$ cat src/rtl/tmr_pkg.sv
package tmr_pkg;

  typedef enum logic [1:0] {
    MODE_IDLE  = 2'b00,
    MODE_EVENT = 2'b01,
    MODE_TIMER = 2'b10,
    MODE_PW    = 2'b11
  } tmr_mode_e;

  typedef struct packed {
    tmr_mode_e  mode;   // [7:6]
    logic       run;    // [5]
    logic       lvl;    // [4] active level / active edge
    logic       src;    // [3] 0: system enable, 1: RC enable
    logic [2:0] psc;    // [2:0] log2 of divide ratio
  } tmr_ctrl_t;

  localparam int CTRL_W = $bits(tmr_ctrl_t);

endpackage

$ cat src/rtl/tmr_insync.sv
module tmr_insync #(
  parameter int STAGES = 2
) (
  input  logic clk,
  input  logic rst,
  input  logic din,
  output logic lvl,
  output logic rise,
  output logic fall
);

  logic [STAGES-1:0] sh_q;
  logic              prev_q;

  always_ff @(posedge clk) begin
    if (rst) begin
      sh_q   <= '0;
      prev_q <= 1'b0;
    end else begin
      sh_q   <= {sh_q[STAGES-2:0], din};
      prev_q <= sh_q[STAGES-1];
    end
  end

  assign lvl  = sh_q[STAGES-1];
  assign rise = lvl & ~prev_q;
  assign fall = ~lvl & prev_q;

endmodule

$ cat src/rtl/tmr_prescale.sv
module tmr_prescale #(
  parameter int STAGES = 7,
  parameter int SEL_W  = 3
) (
  input  logic             clk,
  input  logic             rst,
  input  logic             clr,
  input  logic             ce,
  input  logic [SEL_W-1:0] sel,
  output logic             tick
);

  logic [STAGES-1:0] div_q;
  logic [STAGES-1:0] mask;

  // mask covers the low sel bits of the divider
  for (genvar gi = 0; gi < STAGES; gi++) begin : g_mask
    assign mask[gi] = (SEL_W'(gi) < sel);
  end

  always_ff @(posedge clk) begin
    if (rst || clr) begin
      div_q <= '0;
    end else if (ce) begin
      div_q <= div_q + 1'b1;
    end
  end

  assign tick = ce & (&(div_q | ~mask));

endmodule

$ cat src/rtl/tmr_core.sv
module tmr_core #(
  parameter int W = 8
) (
  input  logic         clk,
  input  logic         rst,
  input  logic         step,
  input  logic         pl_wr,
  input  logic         direct_ld,
  input  logic [W-1:0] pl_data,
  output logic [W-1:0] cnt,
  output logic         wrap
);

  localparam logic [W-1:0] TOP = {W{1'b1}};

  logic [W-1:0] preload_q;
  logic [W-1:0] cnt_q;

  assign wrap = step & ~direct_ld & (cnt_q == TOP);

  always_ff @(posedge clk) begin
    if (rst) begin
      preload_q <= '0;
    end else if (pl_wr) begin
      preload_q <= pl_data;
    end
  end

  always_ff @(posedge clk) begin
    if (rst) begin
      cnt_q <= '0;
    end else if (direct_ld) begin
      cnt_q <= pl_data;
    end else if (step) begin
      cnt_q <= (cnt_q == TOP) ? preload_q : cnt_q + 1'b1;
    end
  end

  assign cnt = cnt_q;

  AST_WRAP_RELOAD: assert property (@(posedge clk) disable iff (rst)
    (step && !direct_ld && cnt_q == TOP) |=> (cnt_q == $past(preload_q)));

endmodule

$ cat src/rtl/tmr_evcnt.sv
module tmr_evcnt
  import tmr_pkg::*;
#(
  parameter int CNT_W       = 8,
  parameter int PSC_STAGES  = 7,
  parameter int SYNC_STAGES = 2,
  parameter int DATA_W      = (CNT_W > 8) ? CNT_W : 8
) (
  input  logic              clk,
  input  logic              rst,
  input  logic              wr_en,
  input  logic              wr_sel,
  input  logic [DATA_W-1:0] wr_data,
  input  logic              rd_sel,
  output logic [DATA_W-1:0] rd_data,
  input  logic              sys_ce,
  input  logic              rc_ce,
  input  logic              ev_in,
  input  logic              irq_ack,
  output logic              irq
);

  localparam int SEL_W = 3;

  tmr_ctrl_t        ctrl_q;
  logic             ctrl_wr, pl_wr, direct_ld;
  logic             is_tmr, is_evt, is_pw;
  logic             ev_lvl, ev_rise, ev_fall, lvl_ok, evt_hit;
  logic             src_ce, psc_en, psc_tick;
  logic             step, wrap, pw_seen_q, pw_end;
  logic [CNT_W-1:0] cnt;
  logic             irq_q;
  logic [DATA_W-1:0] rd_q;

  assign ctrl_wr   = wr_en & ~wr_sel;
  assign pl_wr     = wr_en & wr_sel;
  assign direct_ld = pl_wr & ~ctrl_q.run;

  assign is_tmr = (ctrl_q.mode == MODE_TIMER);
  assign is_evt = (ctrl_q.mode == MODE_EVENT);
  assign is_pw  = (ctrl_q.mode == MODE_PW);

  tmr_insync #(.STAGES(SYNC_STAGES)) u_sync (
    .clk (clk),
    .rst (rst),
    .din (ev_in),
    .lvl (ev_lvl),
    .rise(ev_rise),
    .fall(ev_fall)
  );

  assign lvl_ok  = (ev_lvl == ctrl_q.lvl);
  assign evt_hit = ctrl_q.lvl ? ev_rise : ev_fall;
  assign src_ce  = ctrl_q.src ? rc_ce : sys_ce;
  assign psc_en  = ctrl_q.run & src_ce & (is_tmr | (is_pw & lvl_ok));

  tmr_prescale #(.STAGES(PSC_STAGES), .SEL_W(SEL_W)) u_psc (
    .clk (clk),
    .rst (rst),
    .clr (~ctrl_q.run),
    .ce  (psc_en),
    .sel (ctrl_q.psc),
    .tick(psc_tick)
  );

  assign step = ctrl_q.run & (((is_tmr | is_pw) & psc_tick) | (is_evt & evt_hit));

  tmr_core #(.W(CNT_W)) u_core (
    .clk      (clk),
    .rst      (rst),
    .step     (step),
    .pl_wr    (pl_wr),
    .direct_ld(direct_ld),
    .pl_data  (wr_data[CNT_W-1:0]),
    .cnt      (cnt),
    .wrap     (wrap)
  );

  // one-shot pulse tracking: seen the active level since arming
  always_ff @(posedge clk) begin
    if (rst || !ctrl_q.run || ctrl_wr) begin
      pw_seen_q <= 1'b0;
    end else if (is_pw && lvl_ok) begin
      pw_seen_q <= 1'b1;
    end
  end

  assign pw_end = ctrl_q.run & is_pw & pw_seen_q & ~lvl_ok;

  always_ff @(posedge clk) begin
    if (rst) begin
      ctrl_q <= '0;
    end else if (ctrl_wr) begin
      ctrl_q <= tmr_ctrl_t'(wr_data[CTRL_W-1:0]);
    end else if (pw_end) begin
      ctrl_q.run <= 1'b0;
    end
  end

  always_ff @(posedge clk) begin
    if (rst) begin
      irq_q <= 1'b0;
    end else if (wrap) begin
      irq_q <= 1'b1;
    end else if (irq_ack) begin
      irq_q <= 1'b0;
    end
  end

  always_ff @(posedge clk) begin
    if (rst) begin
      rd_q <= '0;
    end else begin
      rd_q <= rd_sel ? DATA_W'(cnt) : DATA_W'(ctrl_q);
    end
  end

  assign rd_data = rd_q;
  assign irq     = irq_q;

  AST_IDLE_HOLD: assert property (@(posedge clk) disable iff (rst)
    (ctrl_q.mode == MODE_IDLE && !wr_en) |=> $stable(cnt));

  AST_STOP_HOLD: assert property (@(posedge clk) disable iff (rst)
    (!ctrl_q.run && !wr_en) |=> $stable(cnt));

  AST_SRC_GATED: assert property (@(posedge clk) disable iff (rst)
    (is_tmr && !src_ce && !wr_en) |=> $stable(cnt));

  AST_EVT_COUNT: assert property (@(posedge clk) disable iff (rst)
    (ctrl_q.run && is_evt && evt_hit && !wr_en && cnt != {CNT_W{1'b1}})
      |=> (cnt == $past(cnt) + 1'b1));

  AST_RUN_SELF_CLEAR: assert property (@(posedge clk) disable iff (rst)
    (ctrl_q.run && !wr_en) |=> (ctrl_q.run || $past(ctrl_q.mode) == MODE_PW));

  AST_IRQ_STICKY: assert property (@(posedge clk) disable iff (rst)
    (irq && !irq_ack) |=> irq);

endmodule

$ cat config.mk
export PLATFORM = sky130hd
export DESIGN_NAME = tmr_evcnt
export DESIGN_NICKNAME = d
export VERILOG_FILES = /design/src/rtl/tmr_pkg.sv /design/src/rtl/tmr_insync.sv /design/src/rtl/tmr_prescale.sv /design/src/rtl/tmr_core.sv /design/src/rtl/tmr_evcnt.sv
export SDC_FILE = /design/constraint.sdc
export NUM_CORES = 1
export LEC_CHECK = 0
export BUFFER_PORTS_ARGS = -buffer_cell sky130_fd_sc_hd__clkbuf_2
export CAP_MARGIN = 10
export CORE_ASPECT_RATIO = 2
export CORE_MARGIN = 5
export CORE_UTILIZATION = 45
export DETAILED_ROUTE_END_ITERATION = 16
export PLACE_DENSITY_LB_ADDON = 0.08
export SYNTH_ARGS = -nofsm -noshare
export SYNTH_HDL_FRONTEND = slang
export SYNTH_SLANG_ARGS = --single-unit
$ cat constraint.sdc
create_clock -name clk -period 3.51 [get_ports clk]
set_input_delay 0.702 -clock clk [delete_from_list [all_inputs] [get_ports clk]]
set_output_delay 0.702 -clock clk [all_outputs]
set_load 0.01 [all_outputs]
==> flow_summary_export.csv <==
group,metric,value,unit
status,outcome,"finished, final reports clean",
critical_path,r2r_start,"u_psc.div_q[0]$_SDFFE_PP0N_",
synthesis,synth-edff-count,0,
clock_tree,path_clk_slew,0.09,ns
place,place_inst,312,
layout,num_antenna_cells,0,
critical_path,crit_fanout,9,
drt,drt_pass1_iterations,4,
synthesis,synth_cell_types,43,
global_route,grt_pass1_vias,1649,
place,routabilityCongestion,0.788,
floorplan,fp.coreArea,4380,sq um
timing,fin_skew,0.00850,ns
synthesis,synth.avg_cell_area,8.24,sq um
drt,drc,0,
layout,post-route-util,52.1,%
power_and_ir_drop,power_density,451,nW/um^2
critical_path,reg2reg_depth,5,
global_route,use_met3,2.72,%
synthesis,syn_area,2030,sq um
layout,layout_common_cells,"nand2_1, dfxtp_1, a21oi_1",
clock_tree,cts_root_buffer,"clkbuf_8",
min_path,min_from,"u_sync.sh_q[0]$_SDFF_PP0_",
critical_path,setup.worst_path.class,"reg -> reg",
global_route,overflow,0,
timing,setup_viol,0,
floorplan,die-area,6030,sq um
layout,n_fill_cell,458,
floorplan,dieWidth,57.5,um
drt,routed_wl,4.87,mm
floorplan,num_rows,34,
place,dpl.hpwl,3.64,mm
timing,slew_headroom,51.0,%
clock_tree,clock-sinks,44,
timing,fmax,494,MHz
critical_path,required,3.69,ns
critical_path,worstPathArrival,2.20,ns
clock_tree,post_cts_buffers,0,
drt,vias,1732,
clock_tree,postCtsHoldBufs,0,
synthesis,synth-seq-area-share,43.4,%
critical_path,worstSetupStartpointType,"register",
timing,final_max_slew_viol_count,0,
clock_tree,ctsResizeCount,0,
timing,hold_viol,0,
layout,num-nets-final,284,
floorplan,initial_core_util,46.3,%
layout,instances_no_fill,320,
clock_tree,cts_buffers,5,
critical_path,rrSetupSlack,1.49,ns
critical_path,crit_start,"u_psc.div_q[0]$_SDFFE_PP0N_",
power_and_ir_drop,peakVddDrop,310,uV
layout,drive_gt1_share,15.0,%
clock_tree,clock_path_buffers,2,
critical_path,end_kind,"register",
global_route,antenna_found_initial,0,
timing,finalSetupTns,0,ns
layout,area_delta_synth_final,12.5,%
min_path,hp-class,"reg -> reg",
global_route,top_usage_layer,"met2",
place,port_buffers,25,
global_route,grt_first_pass_wirelength,7.96,mm
global_route,grtUsageTotal,17.0,%
global_route,grt.met2_usage,31.6,%
synthesis,syn-num-nets,265,
synthesis,synth_cells,246,
floorplan,die_y,105,um
synthesis,synth_warnings,0,
drt,vias_per_cell,5.41,
drt,ant_nets,0,
timing,period_share,57.6,%
floorplan,ios,26,
synthesis,synth-main-ff-cell,"dfxtp_1",
timing,finalCriticalPeriod,2.02,ns
clock_tree,clock_latency,0.30,ns
min_path,holdPathStages,1,
timing,tightestPinTransition,0.733,ns
flow_run,drv_cap,0,
drt,drtIter0Drc,55,
clock_tree,tritoncts,"yes",
power_and_ir_drop,power.leakage,0.870,nW
synthesis,ys_ff_latch,44,
clock_tree,cts-htree-levels,2,
layout,layout_commonest_cell,"nand2_1",
global_route,grt_use_met1,17.7,%
drt,wl_per_cell,15.2,um
global_route,grt_max_degree,40,
timing,hold_slack,0.450,ns
timing,rsz0062_at_grt,"no",
synthesis,ys_async_sr_fraction,0,%
power by group:
group	internal, mW	switching [mW]	total, mW
registers	0.519	0.0214	0.541
clock network	0.211	0.179	0.390
logic	0.0412	0.0565	0.0977
total	0.771	0.257	1.03
cells by family after synthesis:
kind of cell / Yosys count / share of synthesized area (%)
flip-flops: 44 / 43.4
XOR/XNOR: 9 / 4.26
adder cells (fa/ha/maj): 2 / 1.23
AND/OR/NAND/NOR: 106 / 24.9
buffers and inverters: 18 / 3.64
AO/OA/AOI/OAI: 56 / 17.2
multiplexers: 11 / 5.43
registers in the layout, indices dropped and copies added, names as in the netlist:
name and flops:
ctrl_q 8, rd_data 8, u_core.cnt 8, u_core.preload_q 8
u_psc.div_q 7, u_sync.sh_q 2, irq 1, pw_seen_q 1
u_sync.prev_q 1
layout make-up:
type                       instances  area, sq um  area share, %
tap                               54         67.6           2.96
clock buffer                       5         68.8           3.02
sequential                        44          881           38.6
timing repair buffer              26          133           5.81
clock inverter                     3         42.5           1.87
multi-input combinational        184         1070           47.1
inverter                           4         15.0          0.658
per-stage QoR:
stage	instance area (sq um)	total power, mW	setup WS (ns)
after floorplan	2030	0.616	1.60
after global placement	2170	0.649	1.38
after detailed placement	2170	0.651	1.34
after CTS	2280	1.04	1.52
after global routing	2280	1.07	1.39
final	2280	1.03	1.49
worst paths after layout:
check                                                   to
worst max-delay path            u_core.cnt[3]$_SDFFE_PP0P_
worst min-delay path             u_sync.sh_q[1]$_SDFF_PP0_
worst max register to register  u_core.cnt[3]$_SDFFE_PP0P_
worst min register to register   u_sync.sh_q[1]$_SDFF_PP0_
Yosys cell counts, drive strengths merged, types with 5 or more instances:
master | n | share of area (%)
nand2 | 46 | 8.5
nand2b | 9 | 2.8
clkbuf | 8 | 1.5
mux2i | 11 | 5.4
a21oi | 27 | 6.7
nor2b | 5 | 1.5
dfxtp | 44 | 43
nor2 | 18 | 3.3
nand3 | 7 | 1.7
xor2 | 6 | 3.0
o21ai | 11 | 2.7
buf | 6 | 1.4
worst max-delay path, stage by stage (launching register included):
cell and delay, ns:
dfxtp_1 0.44, nand2_1 0.14, o41ai_1 0.58, a31o_1 0.42, and2_4 0.24, a311oi_1 0.08
layer usage:
metal  share of wire [%]  up-vias  wire length [um]
met1                  39      811              1900
met2                  56       31              2710
li1                    -      882                 -
met5                   0        -                 0
met3                 3.1        8               152
met4                 2.3        0               113
(Power assumes the default switching activity.)
